[config.mk]
export PLATFORM = sky130hd
export DESIGN_NAME = tag_frame_seq
export DESIGN_NICKNAME = d
export VERILOG_FILES = /design/src/rtl/tfs_pkg.sv /design/src/rtl/tfs_bit_timer.sv /design/src/rtl/tfs_null_gen.sv /design/src/rtl/tfs_frame_walk.sv /design/src/rtl/tag_frame_seq.sv
export SDC_FILE = /design/constraint.sdc
export NUM_CORES = 1
export LEC_CHECK = 0
export BUFFER_PORTS_ARGS = -buffer_cell sky130_fd_sc_hd__buf_2
export CAP_MARGIN = 15
export CORE_UTILIZATION = 35
export DETAILED_ROUTE_END_ITERATION = 10
export MAX_ROUTING_LAYER = met4
export PLACE_DENSITY_LB_ADDON = 0.12
export SLEW_MARGIN = 15
export SYNTH_ARGS = -nofsm -noshare
export SYNTH_HDL_FRONTEND = slang
export SYNTH_SLANG_ARGS = --single-unit
[constraint.sdc]
create_clock -name clk -period 2.8 [get_ports clk]
set_input_delay 0.42 -clock clk [delete_from_list [all_inputs] [get_ports clk]]
set_output_delay 0.42 -clock clk [all_outputs]
set_load 0.01 [all_outputs]
[src/rtl/tfs_pkg.sv]
package tfs_pkg;

  typedef enum logic [1:0] {
    PH_START = 2'd0,
    PH_ID    = 2'd1,
    PH_STOP  = 2'd2,
    PH_WIN   = 2'd3
  } tfs_phase_e;

  // Length of the silent lead-in after reset, in clocks
  localparam int LEAD_CLKS = 16;

  // Clocks per transmitted bit for a given rate field
  function automatic int unsigned bit_clocks(input int unsigned rate);
    return (rate + 1) * 16;
  endfunction

  // Number of ID bits for a given count of extra bytes
  function automatic int unsigned id_bit_count(input int unsigned base_bits,
                                               input int unsigned extra_bytes);
    return base_bits + 8 * extra_bytes;
  endfunction

  // Mask that bounds the random silent-frame count to 0 .. 2*mean-1
  function automatic int unsigned gap_mask(input int unsigned mode);
    if (mode == 0) return 0;
    return (1 << (2 * mode + 2)) - 1;
  endfunction

endpackage

[src/rtl/tfs_bit_timer.sv]
module tfs_bit_timer
  import tfs_pkg::*;
#(
  parameter int RATE_W = 6,
  localparam int CNT_W = $clog2(bit_clocks((1 << RATE_W) - 1))
) (
  input  logic              clk,
  input  logic              rst_n,
  input  logic [RATE_W-1:0] rate,
  output logic              boundary
);

  logic [CNT_W-1:0] cnt;

  assign boundary = (cnt == '0);

  always_ff @(posedge clk or negedge rst_n) begin
    if (!rst_n) begin
      cnt <= CNT_W'(LEAD_CLKS - 1);
    end else if (boundary) begin
      cnt <= CNT_W'(bit_clocks(int'(rate)) - 1);
    end else begin
      cnt <= cnt - 1'b1;
    end
  end

endmodule

[src/rtl/tfs_null_gen.sv]
module tfs_null_gen
  import tfs_pkg::*;
#(
  parameter int          GAP_W = 8,
  parameter logic [15:0] SEED  = 16'hACE1
) (
  input  logic       clk,
  input  logic       rst_n,
  input  logic       frame_start,
  input  logic [1:0] mode,
  input  logic       disable_req,
  output logic       live,
  output logic       live_nxt,
  output logic       halted
);

  logic [15:0]      lfsr;
  logic [GAP_W-1:0] gap;
  logic [GAP_W-1:0] mask;
  logic             stop_now;
  logic             pick;

  assign mask     = GAP_W'(gap_mask(int'(mode)));
  assign stop_now = halted | disable_req;
  assign pick     = !stop_now && ((mode == 2'd0) || (gap == '0));
  assign live_nxt = frame_start ? pick : live;

  always_ff @(posedge clk or negedge rst_n) begin
    if (!rst_n) begin
      lfsr   <= SEED;
      gap    <= '0;
      live   <= 1'b0;
      halted <= 1'b0;
    end else begin
      lfsr <= {lfsr[14:0], lfsr[15] ^ lfsr[14] ^ lfsr[12] ^ lfsr[3]};
      if (disable_req) halted <= 1'b1;
      if (frame_start) begin
        live <= pick;
        if (!stop_now && (mode != 2'd0)) begin
          gap <= (gap == '0) ? (lfsr[GAP_W-1:0] & mask) : (gap - 1'b1);
        end
      end
    end
  end

endmodule

[src/rtl/tfs_frame_walk.sv]
module tfs_frame_walk
  import tfs_pkg::*;
#(
  parameter int LEN_W     = 4,
  parameter int WORD_W    = 32,
  parameter int BASE_BITS = 32,
  parameter int WIN_BITS  = 8,
  localparam int MAX_BITS = BASE_BITS + 8 * ((1 << LEN_W) - 1),
  localparam int IDX_W    = $clog2(MAX_BITS + 1),
  localparam int OFF_W    = $clog2(WORD_W),
  localparam int PAGE_AW  = IDX_W - OFF_W
) (
  input  logic               clk,
  input  logic               rst_n,
  input  logic               boundary,
  input  logic               framing,
  input  logic               stop_val,
  input  logic [LEN_W-1:0]   id_len,
  input  logic               live_nxt,
  input  logic [WORD_W-1:0]  mem_rdata,
  output tfs_phase_e         phase,
  output logic               frame_start,
  output logic [PAGE_AW-1:0] mem_addr,
  output logic               tx_bit,
  output logic               bit_strobe
);

  logic [IDX_W-1:0] idx;
  logic [IDX_W-1:0] idx_n;
  logic [IDX_W-1:0] id_last;
  logic [IDX_W-1:0] look;
  tfs_phase_e       ph_n;
  logic             val_n;

  assign id_last     = IDX_W'(id_bit_count(BASE_BITS, int'(id_len)) - 1);
  assign frame_start = boundary && (phase == PH_WIN) && (idx == IDX_W'(WIN_BITS - 1));

  // Address of the ID bit that will follow the current one
  assign look     = (phase == PH_ID) ? idx + 1'b1 : '0;
  assign mem_addr = look[IDX_W-1:OFF_W];

  always_comb begin
    ph_n  = phase;
    idx_n = idx + 1'b1;
    unique case (phase)
      PH_START: begin
        ph_n  = PH_ID;
        idx_n = '0;
      end
      PH_ID: begin
        if (idx == id_last) begin
          ph_n  = framing ? PH_STOP : PH_WIN;
          idx_n = '0;
        end
      end
      PH_STOP: begin
        ph_n  = PH_WIN;
        idx_n = '0;
      end
      default: begin
        if (idx == IDX_W'(WIN_BITS - 1)) begin
          ph_n  = framing ? PH_START : PH_ID;
          idx_n = '0;
        end
      end
    endcase
  end

  always_comb begin
    unique case (ph_n)
      PH_START: val_n = ~stop_val;
      PH_ID:    val_n = mem_rdata[OFF_W'(WORD_W - 1) - idx_n[OFF_W-1:0]];
      PH_STOP:  val_n = stop_val;
      default:  val_n = 1'b0;
    endcase
  end

  always_ff @(posedge clk or negedge rst_n) begin
    if (!rst_n) begin
      phase      <= PH_WIN;
      idx        <= IDX_W'(WIN_BITS - 1);
      tx_bit     <= 1'b0;
      bit_strobe <= 1'b0;
    end else begin
      bit_strobe <= boundary;
      if (boundary) begin
        phase  <= ph_n;
        idx    <= idx_n;
        tx_bit <= val_n & live_nxt;
      end
    end
  end

endmodule

[src/rtl/tag_frame_seq.sv]
module tag_frame_seq
  import tfs_pkg::*;
#(
  parameter int          LEN_W     = 4,
  parameter int          RATE_W    = 6,
  parameter int          WORD_W    = 32,
  parameter int          BASE_BITS = 32,
  parameter int          WIN_BITS  = 8,
  parameter int          GAP_W     = 8,
  parameter logic [15:0] SEED      = 16'hACE1,
  localparam int MAX_BITS = BASE_BITS + 8 * ((1 << LEN_W) - 1),
  localparam int IDX_W    = $clog2(MAX_BITS + 1),
  localparam int OFF_W    = $clog2(WORD_W),
  localparam int PAGE_AW  = IDX_W - OFF_W
) (
  input  logic               clk,
  input  logic               rst_n,
  input  logic [LEN_W-1:0]   cfg_id_len,
  input  logic               cfg_framing,
  input  logic               cfg_stop_val,
  input  logic [RATE_W-1:0]  cfg_rate,
  input  logic [1:0]         cfg_null_mode,
  input  logic               disable_req,
  output logic [PAGE_AW-1:0] mem_addr,
  input  logic [WORD_W-1:0]  mem_rdata,
  output logic               tx_bit,
  output logic               bit_strobe,
  output logic               win_open,
  output logic               frame_live
);

  logic       boundary;
  logic       frame_start;
  logic       live;
  logic       live_nxt;
  logic       halted;
  tfs_phase_e phase;

  tfs_bit_timer #(.RATE_W(RATE_W)) u_timer (
    .clk      (clk),
    .rst_n    (rst_n),
    .rate     (cfg_rate),
    .boundary (boundary)
  );

  tfs_null_gen #(.GAP_W(GAP_W), .SEED(SEED)) u_null (
    .clk         (clk),
    .rst_n       (rst_n),
    .frame_start (frame_start),
    .mode        (cfg_null_mode),
    .disable_req (disable_req),
    .live        (live),
    .live_nxt    (live_nxt),
    .halted      (halted)
  );

  tfs_frame_walk #(
    .LEN_W     (LEN_W),
    .WORD_W    (WORD_W),
    .BASE_BITS (BASE_BITS),
    .WIN_BITS  (WIN_BITS)
  ) u_walk (
    .clk         (clk),
    .rst_n       (rst_n),
    .boundary    (boundary),
    .framing     (cfg_framing),
    .stop_val    (cfg_stop_val),
    .id_len      (cfg_id_len),
    .live_nxt    (live_nxt),
    .mem_rdata   (mem_rdata),
    .phase       (phase),
    .frame_start (frame_start),
    .mem_addr    (mem_addr),
    .tx_bit      (tx_bit),
    .bit_strobe  (bit_strobe)
  );

  assign frame_live = live;
  assign win_open   = live && (phase == PH_WIN);

endmodule

### After elaboration in Yosys (flattened, before gate mapping)

Cells that the tools add are included.

| cells by class | value |
|---|---|
| add/sub/neg operators | 10 |
| $lt $le $gt $ge | 1 |
| equal/unequal tests | 7 |
| shift operators | 1 |
| multiplexer cells | 17 |
| bitwise gates (word level) | 7 |
| reduce and logical (&&, ||, !) cells | 15 |

Operators with widths:

| kind | count |
|---|---|
| $mux 8 | 5 |
| $shl 1x32->8 const A | 1 |
| $sub 10x1->10 const B | 2 |
| $pmux 8 s2 | 1 |
| $sub 8x1->8 const B | 2 |
| $logic_not 10->1 | 1 |
| $mux 10 | 1 |
| $add 6x7->8 const A | 1 |
| $add 8x1->8 const B | 1 |
| $and 8x8->8 | 1 |
| $eq 8x3->1 const B | 1 |
| $eq 8x8->1 | 1 |
| $logic_not 8->1 | 1 |
| $sub 8x2->8 const B | 1 |
| $add 6x1->6 const B | 1 |
| $eq 2x2->1 const B | 3 |
| $logic_not 2->1 | 3 |
| $lt 5x6->1 const B | 1 |
| $pmux 2 s3 | 1 |
| $bmux 1 s5 | 1 |
| $logic_and 1x1->1 | 5 |
| $mux 1 | 5 |
| $sub 5x5->5 const A | 1 |
| $add 3x2->4 const B | 1 |
| other kinds (12) | 16 |

| word-level totals | value |
|---|---|
| register bits | 48 |
| bits of input ports | 49 |
| output and inout bits | 7 |
| word-level logic and storage cells | 67 |

### Depth between registers and ports, before layout

Gate-level depths: netlist (run 1).

| logic depth | value |
|---|---|
| word-level depth | 10 |
| depth in mapped cells | 11 |
| mapped depth without buffers | 10 |

### Hierarchy

A second synthesis (run 1) with hierarchy kept.

| second synthesis, totals | value |
|---|---|
| cells, all modules | 320 |
| area total of the unflattened synthesis | 3011.6 um2 |

By module, submodules not included:

| module | times used | cells each | area an instance (um2) | seq. area each (um2) |
|---|---|---|---|---|
| tfs_frame_walk | 1 | 160 | 1288.7 | 306.5 |
| tfs_null_gen | 1 | 88 | 1076.0 | 660.6 |
| tfs_bit_timer | 1 | 71 | 640.6 | 255.2 |
| tag_frame_seq | 1 | 1 | 6.3 | 0.0 |

### Worst setup path before layout (run 1)

No wires, ideal clock.

| timing | value |
|---|---|
| kind | flip-flop to flip-flop |
| from | register u_walk.idx[0] |
| to | register u_walk.tx_bit |
| library setup time | 0.104 ns |
| arrival | 2.598 ns |
| required time | 2.696 ns |
| path slack | 0.098 ns |
| cell stages (with the launch flop) | 11 |
| path buffers | 1 |
| period minus slack after synthesis | 2.702 ns |
| cell sequence | dfstp_2 ha_1 nand2_1 nor4_1 nand4_1 and3_4 buf_6 a311oi_2 o32ai_1 and3_4 o41ai_2 |

| on the way | value |
|---|---|
| cells in the longest elaborated chain, start to end | 8 |
| elaborated cells between the ends (all ways) | 19 |
| classes of those cells | add/sub (2); eq/ne (4); mux (10); bitwise (1); reduce/logical (2) |

Ends and longest elaborated chain:

| element | line | source |
|---|---|---|
| from (decl) | tfs_frame_walk.sv:28 | `logic [IDX_W-1:0] idx;` |
| from (signal assigned) | tfs_frame_walk.sv:81 | `idx <= IDX_W'(WIN_BITS - 1);` |
| from (signal assigned) | tfs_frame_walk.sv:88 | `idx <= idx_n;` |
| $add 8x1->8 (tied with other cells) | tfs_frame_walk.sv:44 | `idx_n = idx + 1'b1;` |
| $mux 8, on equally long branches | tfs_frame_walk.sv:61, tfs_frame_walk.sv:51 |  |
| $pmux 8 s2 | tfs_frame_walk.sv:45 | `unique case (phase)` |
| $sub 5x5->5 | tfs_frame_walk.sv:72 | `PH_ID: val_n = mem_rdata[OFF_W'(WORD_W - 1) - idx_n[OFF_W-1:0]];` |
| $bmux 1 s5 | tfs_frame_walk.sv:72 |  |
| $mux 1 (implied by the code) | tfs_frame_walk.sv:72 |  |
| $pmux 1 s3 | tfs_frame_walk.sv:70 | `unique case (ph_n)` |
| $and 1x1->1 (*) | tfs_frame_walk.sv:89 | `tx_bit <= val_n & live_nxt;` |
| to (signal assigned) | tfs_frame_walk.sv:89 |  |
| to (decl) | tfs_frame_walk.sv:24 | `output logic tx_bit,` |

Mark *: on every way between the ends. The rest lies on a longest branch, timed or not. The select of a mux whose other input is x is not followed.
A chain may end at the register's enable or synchronous reset.

### Worst setup path in the final report (run 1)

| timing | value |
|---|---|
| from | register u_walk.idx[6] |
| to | register u_walk.tx_bit |

| on the way | value |
|---|---|
| cells in the longest elaborated chain, start to end | 8 |
| elaborated cells between the ends (all ways) | 18 |
| classes of those cells | add/sub (1); eq/ne (4); mux (10); bitwise (1); reduce/logical (2) |

Ends and longest elaborated chain:

| element | line |
|---|---|
| $eq 8x3->1 or $eq 8x8->1 (tied branches) | tfs_frame_walk.sv:36, tfs_frame_walk.sv:61, tfs_frame_walk.sv:51 |
| $mux 8, on equally long branches | tfs_frame_walk.sv:61, tfs_frame_walk.sv:51 |
| $pmux 8 s2 | tfs_frame_walk.sv:45 |
| $sub 5x5->5 | tfs_frame_walk.sv:72 |
| $bmux 1 s5 | tfs_frame_walk.sv:72 |
| $mux 1 (implied by the code) | tfs_frame_walk.sv:72 |
| $pmux 1 s3 | tfs_frame_walk.sv:70 |
| $and 1x1->1 (*) | tfs_frame_walk.sv:89 |

Marked as above.

==> results of run 1 <==
-- kinds of logic after synthesis --
kind of cell,count (synthesis)
AND/OR/NAND/NOR,101
AO/OA/AOI/OAI,85
flip-flops,48
buffers and inverters,35
XOR/XNOR,25
multiplexers,9
adder cells (fa/ha/maj),7
-- final timing paths --
kind | depth (start not counted) | to | slack (ns)
setup / recovery | 8 | u_walk.tx_bit | 0.14
hold / removal | 1 | u_null.gap[6] | 0.12
setup reg to reg | 8 | u_walk.tx_bit | 0.14
hold reg to reg | 0 | u_null.lfsr[11] | 0.35
max in group asynchronous | 2 | u_walk.idx[1] | 2.05
min in group clk | 2 | u_walk.phase[0] | 0.31
-- repair_timing --
action | in CTS | in global routing
gates resized for setup | 0 | 11
endpoints found under the setup margin | 0 | 4
buffers inserted | 0 | 1
-- state kept, by name (all words and copies together) (netlist names) --
name               count
u_null.gap             8
u_null.halted          1
u_null.lfsr           16
u_null.live            1
u_timer.cnt           10
u_walk.bit_strobe      1
u_walk.idx             8
u_walk.phase           2
u_walk.tx_bit          1
-- power breakdown --
part           internal (W)  switching [W]  leakage [nW]
registers          0.000703      0.0000110         0.567
logic             0.0000668      0.0000734         0.961
clock network      0.000357       0.000225        0.0654
-- worst max-delay path: cells and delay by family, from the launching register on --
family	cells	cell delay (ns)
and+or+nand+nor	4	1.24
AOI/OAI and AO/OA	3	0.61
DFF	1	0.40
muxes	1	0.32
-- synth_stat cells (all sizes together) --
master    n  area [um2]
or2       1        6.26
dfstp    17         447
o22a      6        52.6
nand3    12        60.1
nor3      5        25.0
a21o      1        8.76
a31oi     4        25.0
inv      21        78.8
o21ai    30         150
mux2i     6        60.1
or4       4        41.3
o2111ai   1        8.76
o211a     1        10.0
xor2      9        78.8
nand4     3        18.8
clkbuf    4        25.0
and2      2        13.8
a211oi    4        30.0
nand3b    1        7.51
mux2      1        11.3
a22oi     4        30.0
a41oi     1        8.76
nand2    27         101
nand2b    2        12.5
and4      2        17.5
a32o      1        10.0
a32oi     1        8.76
buf      10        70.1
o32ai     6        52.6
nor2     27         104
or3       3        20.0
nor4      4        40.0
o41ai     1        16.3
o31ai     5        37.5
ha        7        87.6
dfrtp    31         776
a21oi    14        70.1
o2bb2ai   1        8.76
a311oi    4        41.3
xnor2    16         140
mux4      2        45.0
and3      7        55.1
nor2b     1        6.26
-- routing by layer --
layer / up-vias / share of wire (%)
met5: - / 0
met1: 1209 / 49
met2: 35 / 48
met3: 4 / 3.0
li1: 1249 / -
met4: 0 / 0.47
-- metrics by stage --
step                total power, W  TNS [ns]
floorplan                 0.000792         0
global placement          0.000863         0
detailed placement        0.000866  -0.00129
finish                     0.00144         0
global route               0.00151         0
CTS                        0.00145         0
-- layout make-up --
type | instances | area share (%)
Sequential cell | 48 | 34.3
Tap cell | 102 | 3.58
Clock inverter | 2 | 1.69
Multi-Input combinational cell | 227 | 44.3
Clock buffer | 6 | 2.04
Inverter | 21 | 2.21
Timing Repair Buffer | 73 | 11.9
==> impl_results.md, run 1 <==
- Total CTS buffers: 5
- Worst hold path type: in2async
- Placed cell area: 3370 um2
- Area occupied by multi-input gates: 1580 um2
- Total core area: 7890 um2
- IO buf count: 55
- Via count: 2,497
- Drt drc: 0
- Final setup viols: 0
- Skew final: 0.0116 ns
- Die height: 93.3 um
- Final setup margin: 0.135 ns
- LEAKAGE: 1.59 nW
- Fin cells: 479
- Cell mode on critical path: or4_4
- Vias in the first global route: 2,505
- Gr busiest metal: met2
- Placed cell count: 470
- CTS Hold Bufs: 0
- Multiplexer area fraction after synthesis: 3.99%
- Pre-CTS setup slack: -0.00129 ns
- Post-Synth Adder-Cell Area: 3.00%
- Total track usage: 17.4%
- Most frequent cells in the layout: buf_2, dfrtp_1, o21ai_0, nand2_1, nor2_1
- Die width: 93.3 um
- TritonRoute pass-1 iters: 4
- Pwr Density: 403 nW/um2
- Root Buffer: clkbuf_8
- Post-Syn Nets: 366
- Clock period minus worst slack: 2.66 ns
- Most common cell after layout, fill and taps aside: buf_2
- H-tree level count: 2
- RSZ-0062 raised after global routing: no
- CP max FO: 5
- Met2 usage: 27.5%
- Via density: 5.21
- Final core occ: 45.1%
- Initial antenna violation count: 0
- Global placer's final weighted congestion: 0.802
- DR WL/cell: 14.4 um
- Outcome: completed
- Worst-Skew Late Latency: 0.29 ns
- Die Footprint: 8710 um2
- Final Routed Wirelength: 6880 um
- Starting DRT DRC Count: 107
- Crit path cell chain: or4_4, or4_4, nand3_2, nor2_1, mux4_2, o32ai_1, a211oi_2, o41ai_2
- Synth Area in XOR/XNOR: 7.50%
- Max cap viols: 0
- Reg area: 1220 um2
- Fmax: 375 MHz
- Main combinational cell family by area after synthesis: compound AO/OA/AOI/OAI gates
- Sequential fraction of the synthesis area: 41.9%
- Final hold vios: 0
- Final Cycle Share: 95.2%
- Syn Inst Count: 310
- Clock transition at the registers of the reported paths: 0.09 ns
- CP Launch Point: u_walk.idx[6]
- Worst Path Class, Setup: reg2reg
- Grt total ovfl: 0
- Post-layout net count: 432
- Largest net degree at the start of global routing: 26
- Final hold slack: 0.122 ns
- Pins over their slew limit: 0
- Slowest CP cell: or4_4
- Yosys warns: 0
- Starting density of the core: 37.0%
- Layout cell share with drive strength beyond 1: 33.2%
- WP data arrival: 2.85 ns
- TritonCTS clock tree: built
- Compound-Gate Fraction of Synth Area: 19.5%
- N_diodes: 0
- Largest stage delay on the critical path: 0.54 ns
- Crit. End Element: register
- Clk buf depth: 2
- Syn_area_per_cell: 9.41 um2
- Setup crit start kind: register
- VDD IR max: 196 uV
- Synthesized flop and latch total: 48
- Synthesis-to-layout area growth: 22.0%
- I/O Pins: 56
- CTS sink cnt: 48
- Slew @ Worst Pin: 0.603 ns
- Filler cell count: 794
- Routed Antenna Nets: 0
- Max_slew headroom: 59.8%
- GRT met1 Usage: 23.9%
- Final HPWL DP: 5410 um
- Required time worst endpoint: 2.99 ns
- RR Startpoint: u_walk.idx[6]
- FP Rows: 32
- Grt met3 use: 3.25%
- Design area: 3560 um2
- Netlist Area Pre-Place: 2920 um2
- First-pass GRT wire length: 11,800 um
- Number of distinct library cells after synthesis: 55
- Synth Area in Simple Gates: 18.1%
Note: power is estimated with default switching activity, not from simulation.
==> run 2: changes to the inputs <==
- clock period: 2.8 -> 3.26 ns (I/O delays scaled with it)
==> impl_results.md, run 2 (synthesis results as in run 1) <==
- R2R Setup Slk: 0.41 ns (was 0.14 ns)
- Root Buffer: clkbuf_8 (unchanged)
- Most flop-heavy register: u_null.lfsr (unchanged)
- TritonRoute pass-1 iters: 4 (unchanged)
- Total track usage: 16.9% (was 17.4%)
- WP data arrival: 3.06 ns (was 2.85 ns)
- Crit. End Element: register (unchanged)
- Via count: 2,475 (was 2,497)
- Die height: 93.3 um (unchanged)
- Clock period minus worst slack: 2.85 ns (was 2.66 ns)
- Final Routed Wirelength: 6780 um (was 6880 um)
- Worst Path Class, Setup: reg2reg (unchanged)
- Grt total ovfl: 0 (unchanged)
- IO buf count: 55 (unchanged)
- Routed Antenna Nets: 0 (unchanged)
- N_diodes: 0 (unchanged)
- Most frequent cells in the layout: buf_2, dfrtp_1, o21ai_0, nand2_1, nor2_1 (unchanged)
- LEAKAGE: 1.51 nW (was 1.59 nW)
- CP max FO: 11 (was 5)
- Final Cycle Share: 87.4% (was 95.2%)
- Max cap viols: 0 (unchanged)
- R2r endpoint: u_walk.tx_bit (unchanged)
- Required time worst endpoint: 3.47 ns (was 2.99 ns)
- Drt drc: 0 (unchanged)
- Setup crit start kind: register (unchanged)
- Fmax: 351 MHz (was 375 MHz)
- Pre-CTS setup slack: 0.356 ns (was -0.00129 ns)
- TritonCTS clock tree: built (unchanged)
- CTS Hold Bufs: 0 (unchanged)
- Slowest CP cell: or4_4 (unchanged)
- Global placer's final weighted congestion: 0.759 (was 0.802)
- Starting DRT DRC Count: 100 (was 107)
- Largest net degree at the start of global routing: 46 (was 26)
- RR Startpoint: u_walk.idx[1] (was u_walk.idx[6])
- Pins over their slew limit: 0 (unchanged)
- Skew final: 0.00697 ns (was 0.0116 ns)
- Max_slew headroom: 33.7% (was 59.8%)
- Initial antenna violation count: 0 (unchanged)
- Total CTS buffers: 5 (unchanged)
- Clk buf depth: 2 (unchanged)
- Layout cell share with drive strength beyond 1: 28.2% (was 33.2%)
- Die width: 93.3 um (unchanged)
- Top Registers: u_null.lfsr: 16 flops, u_timer.cnt: 10 flops (unchanged)
- I/O Pins: 56 (unchanged)
- Outcome: completed (unchanged)
- Crit path cell chain: ha_1, nand2_1, or4_4, and3_4, a311oi_1, o32ai_1, and3_4, o41ai_2 (was or4_4, or4_4, nand3_2, nor2_1, mux4_2, o32ai_1, a211oi_2, o41ai_2)
- Slew @ Worst Pin: 0.995 ns (was 0.603 ns)
- CTS sink cnt: 48 (unchanged)
- Starting density of the core: 37.0% (unchanged)
- Clock transition at the registers of the reported paths: 0.09 ns (about the same)
- Cell mode on critical path: and3_4 (was or4_4)
- First-pass GRT wire length: 11,200 um (was 11,800 um)
- Final TNS setup: 0 ns (unchanged)
- RSZ-0062 raised after global routing: no (unchanged)
- DR WL/cell: 14.5 um (was 14.4 um)
- Post-layout net count: 420 (was 432)
- Vias in the first global route: 2,262 (was 2,505)
- Final setup margin: 0.411 ns (was 0.135 ns)
- Final hold vios: 0 (unchanged)
- Pwr Density: 343 nW/um2 (was 403 nW/um2)
- Die Footprint: 8710 um2 (unchanged)
- Worst hold path type: in2async (unchanged)
- VDD IR max: 183 uV (was 196 uV)
- Total core area: 7890 um2 (unchanged)
- Max reg flops: 16 (unchanged)
- Synthesis-to-layout area growth: 15.9% (was 22.0%)
- H-tree level count: 2 (unchanged)
- Post-CTS sizing: 0 (unchanged)
- Largest stage delay on the critical path: 0.57 ns (was 0.54 ns)
- Postcts setup bufs: 0 (unchanged)
- Register-to-Register Path Depth: 8 (unchanged)
- FP Rows: 32 (unchanged)
- Final HPWL DP: 5230 um (was 5410 um)
- Via density: 5.30 (was 5.21)
- Final setup viols: 0 (unchanged)
- Filler cell count: 799 (was 794)
- Most common cell after layout, fill and taps aside: buf_2 (unchanged)
- Worst-Skew Late Latency: 0.30 ns (was 0.29 ns)
-- run 2: stage by stage --
stage | total power [W] | util, % | cells | hold slack (ns) | cell area [um2]
after floorplan | 0.000680 | - | 310 | 0.193 | 2920
after global routing | 0.00122 | 42.9 | 467 | 0.365 | 3380
after global placement | 0.000738 | 41.5 | 459 | 0.337 | 3270
after detailed placement | 0.000740 | 41.5 | 459 | 0.345 | 3270
final | 0.00116 | 42.9 | 467 | 0.347 | 3380
after CTS | 0.00118 | 42.9 | 467 | 0.357 | 3380
-- run 2: per-layer routing --
layer  vias up  GRT usage, %  part of all wire [%]
met5         -             -                     0
met4         0          3.21                  0.59
met3         5          3.01                   3.5
met2        41          25.9                    47
met1      1201          23.8                    49
li1       1228             -                     -
-- run 2: layout make-up --
cell class | instances | area (um2) | area share, %
Clock buffer | 5 | 68.8 | 2.03
Clock inverter | 3 | 42.5 | 1.26
Inverter | 21 | 78.8 | 2.33
Multi-Input combinational cell | 227 | 1520 | 45.0
Sequential cell | 48 | 1220 | 36.1
Tap cell | 102 | 128 | 3.77
Timing Repair Buffer | 61 | 320 | 9.47
-- run 2: how the worst max path moves through the flow --
stage                       start  depth (start not counted)       endpoint  slack (ns)
floorplan           cfg_id_len[0]                         11  u_walk.tx_bit        0.50
global placement    u_walk.idx[1]                          9  u_walk.tx_bit        0.43
detailed placement  cfg_id_len[0]                         11  u_walk.tx_bit        0.36
CTS                 u_walk.idx[1]                          9  u_walk.tx_bit        0.41
global route        u_walk.idx[1]                          9  u_walk.tx_bit        0.21
finish              u_walk.idx[1]                          8  u_walk.tx_bit        0.41
-- run 2: power by group --
part	switching, W	internal (W)	total, W	leakage, nW
Clock	0.000206	0.000227	0.000433	0.0541
Combinational	0.0000597	0.0000533	0.000113	0.892
Sequential	0.00000961	0.000604	0.000613	0.567
Total	0.000275	0.000884	0.00116	1.51
-- run 2: worst max-delay path, delay by kind of cell, from the launching register on --
kind / cells / cell delay (ns)
simple gates: 4 / 1.22
compound gates: 3 / 0.76
flops: 1 / 0.56
fa+ha+maj: 1 / 0.21
==> run 3: changes to the inputs <==
- CORE_UTILIZATION: 35 -> 43
==> impl_results.md, run 3 (synthesis results as in run 1) <==
- Max_slew headroom: 33.2% (was 33.7%)
- Clock transition at the registers of the reported paths: 0.09 ns (about the same)
- Root Buffer: clkbuf_8 (unchanged)
- Crit. End Element: register (unchanged)
- Most flop-heavy register: u_null.lfsr (unchanged)
- Pins over their slew limit: 0 (unchanged)
- WP data arrival: 3.01 ns (was 3.06 ns)
- Final setup viols: 0 (unchanged)
- RSZ-0062 raised after global routing: no (unchanged)
- First-pass GRT wire length: 11,000 um (was 11,200 um)
- Routed Antenna Nets: 0 (unchanged)
- Top Registers: u_null.lfsr: 16 flops, u_timer.cnt: 10 flops (unchanged)
- Filler cell count: 627 (was 799)
- TritonRoute pass-1 iters: 4 (unchanged)
- Max reg flops: 16 (unchanged)
- CP Launch Point: u_walk.idx[6] (was u_walk.idx[1])
- Final TNS setup: 0 ns (unchanged)
- Post-layout net count: 418 (was 420)
- DR WL/cell: 14.2 um (was 14.5 um)
- Largest net degree at the start of global routing: 49 (was 46)
- Design area: 3350 um2 (was 3380 um2)
- FP Rows: 29 (was 32)
- I/O Pins: 56 (unchanged)
- Most frequent cells in the layout: buf_2, dfrtp_1, o21ai_0, nand2_1, nor2_1 (unchanged)
- Final core occ: 51.8% (was 42.9%)
- Postcts setup bufs: 0 (unchanged)
- Critical Path Sink: u_walk.tx_bit (unchanged)
- Placed cell area: 3220 um2 (was 3270 um2)
- Vias in the first global route: 2,369 (was 2,262)
- Die height: 84.4 um (was 93.3 um)
- Most common cell after layout, fill and taps aside: buf_2 (unchanged)
- Synthesis-to-layout area growth: 14.7% (was 15.9%)
- CTS sink cnt: 48 (unchanged)
- N_diodes: 0 (unchanged)
- Total CTS buffers: 5 (unchanged)
- Pwr Density: 350 nW/um2 (was 343 nW/um2)
- Final HPWL DP: 4700 um (was 5230 um)
- Starting density of the core: 45.2% (was 37.0%)
- VDD IR max: 176 uV (was 183 uV)
- Initial antenna violation count: 0 (unchanged)
- Final hold vios: 0 (unchanged)
- Layout cell share with drive strength beyond 1: 27.8% (was 28.2%)
- Required time worst endpoint: 3.46 ns (was 3.47 ns)
- TritonCTS clock tree: built (unchanged)
- Clock period minus worst slack: 2.81 ns (was 2.85 ns)
- R2R Setup Slk: 0.45 ns (was 0.41 ns)
- Final Routed Wirelength: 6240 um (was 6780 um)
- RR Startpoint: u_walk.idx[6] (was u_walk.idx[1])
- Starting DRT DRC Count: 126 (was 100)
- CP max FO: 11 (unchanged)
- Slew @ Worst Pin: 1.00 ns (was 0.995 ns)
- Via density: 5.44 (was 5.30)
- Outcome: completed (unchanged)
- LEAKAGE: 1.51 nW (about the same)
- Worst Path Class, Setup: reg2reg (unchanged)
- Global placer's final weighted congestion: 0.807 (was 0.759)
- CTS Hold Bufs: 0 (unchanged)
- Setup crit start kind: register (unchanged)
- Die width: 84.4 um (was 93.3 um)
- Max cap viols: 0 (unchanged)
- Via count: 2,394 (was 2,475)
- Final Cycle Share: 86.2% (was 87.4%)
- IO buf count: 55 (unchanged)
- Worst hold path type: in2async (unchanged)
- Die Footprint: 7120 um2 (was 8710 um2)
- Grt total ovfl: 0 (unchanged)
- Drt drc: 0 (unchanged)
- H-tree level count: 2 (unchanged)
- Clk buf depth: 2 (unchanged)
- R2r endpoint: u_walk.tx_bit (unchanged)
- Skew final: 0.00639 ns (was 0.00697 ns)
- Total track usage: 19.7% (was 16.9%)
- Register-to-Register Path Depth: 7 (was 8)
- Total core area: 6460 um2 (was 7890 um2)
- Post-CTS sizing: 0 (unchanged)
- Fmax: 356 MHz (was 351 MHz)
- Total power: 0.00117 W (was 0.00116 W)
- Worst-Skew Late Latency: 0.30 ns (about the same)
==> run 3: how the worst min path moves through the flow <==
stage                          from               to  cells past startpoint
floorplan                     rst_n    u_null.gap[0]                      0
global placement     u_null.lfsr[8]   u_null.lfsr[9]                      0
detailed placement   u_null.lfsr[9]  u_null.lfsr[10]                      0
CTS                 u_null.lfsr[10]  u_null.lfsr[11]                      0
global route        u_null.lfsr[10]  u_null.lfsr[11]                      0
finish                        rst_n    u_null.gap[2]                      1
==> run 3: critical path, stage by stage, from the launching register on <==
cell and delay [ns]:
dfrtp_1 0.46, or4_4 0.56, or4_4 0.47, and3_4 0.25
a311oi_1 0.34, o32ai_1 0.15, and3_4 0.20, o41ai_2 0.29
==> run 3: metal layers <==
metal  global-route usage [%]  vias up  share of wire, %
met5                        -        -                 0
met4                     4.01        0              0.53
met3                     3.44        4               3.8
met2                     29.7       57                44
met1                     28.1     1113                51
li1                         -     1220                 -
==> run 3: stage by stage <==
| stage | hold WS (ns) | worst slack [ns] | cells |
|---|---|---|---|
| finish | 0.351 | 0.450 | 440 |
| global route | 0.373 | 0.258 | 440 |
| CTS | 0.369 | 0.461 | 440 |
| detailed placement | 0.345 | 0.351 | 432 |
| global placement | 0.350 | 0.471 | 432 |
| floorplan | 0.193 | 0.504 | 310 |
==> run 3: area by class of cell <==
type / count / area (um2) / share of cell area, %
multi-input combinational: 227 / 1520 / 45.5
sequential: 48 / 1220 / 36.5
timing repair buffer: 59 / 305 / 9.12
tap: 77 / 96.3 / 2.88
clock buffer: 6 / 82.6 / 2.47
inverter: 21 / 78.8 / 2.36
clock inverter: 2 / 38.8 / 1.16
==> run 3: power by group <==
part           internal, W  switching, W  total [W]
Combinational    0.0000523     0.0000574   0.000110
Clock             0.000251      0.000197   0.000448
Sequential        0.000604    0.00000980   0.000614
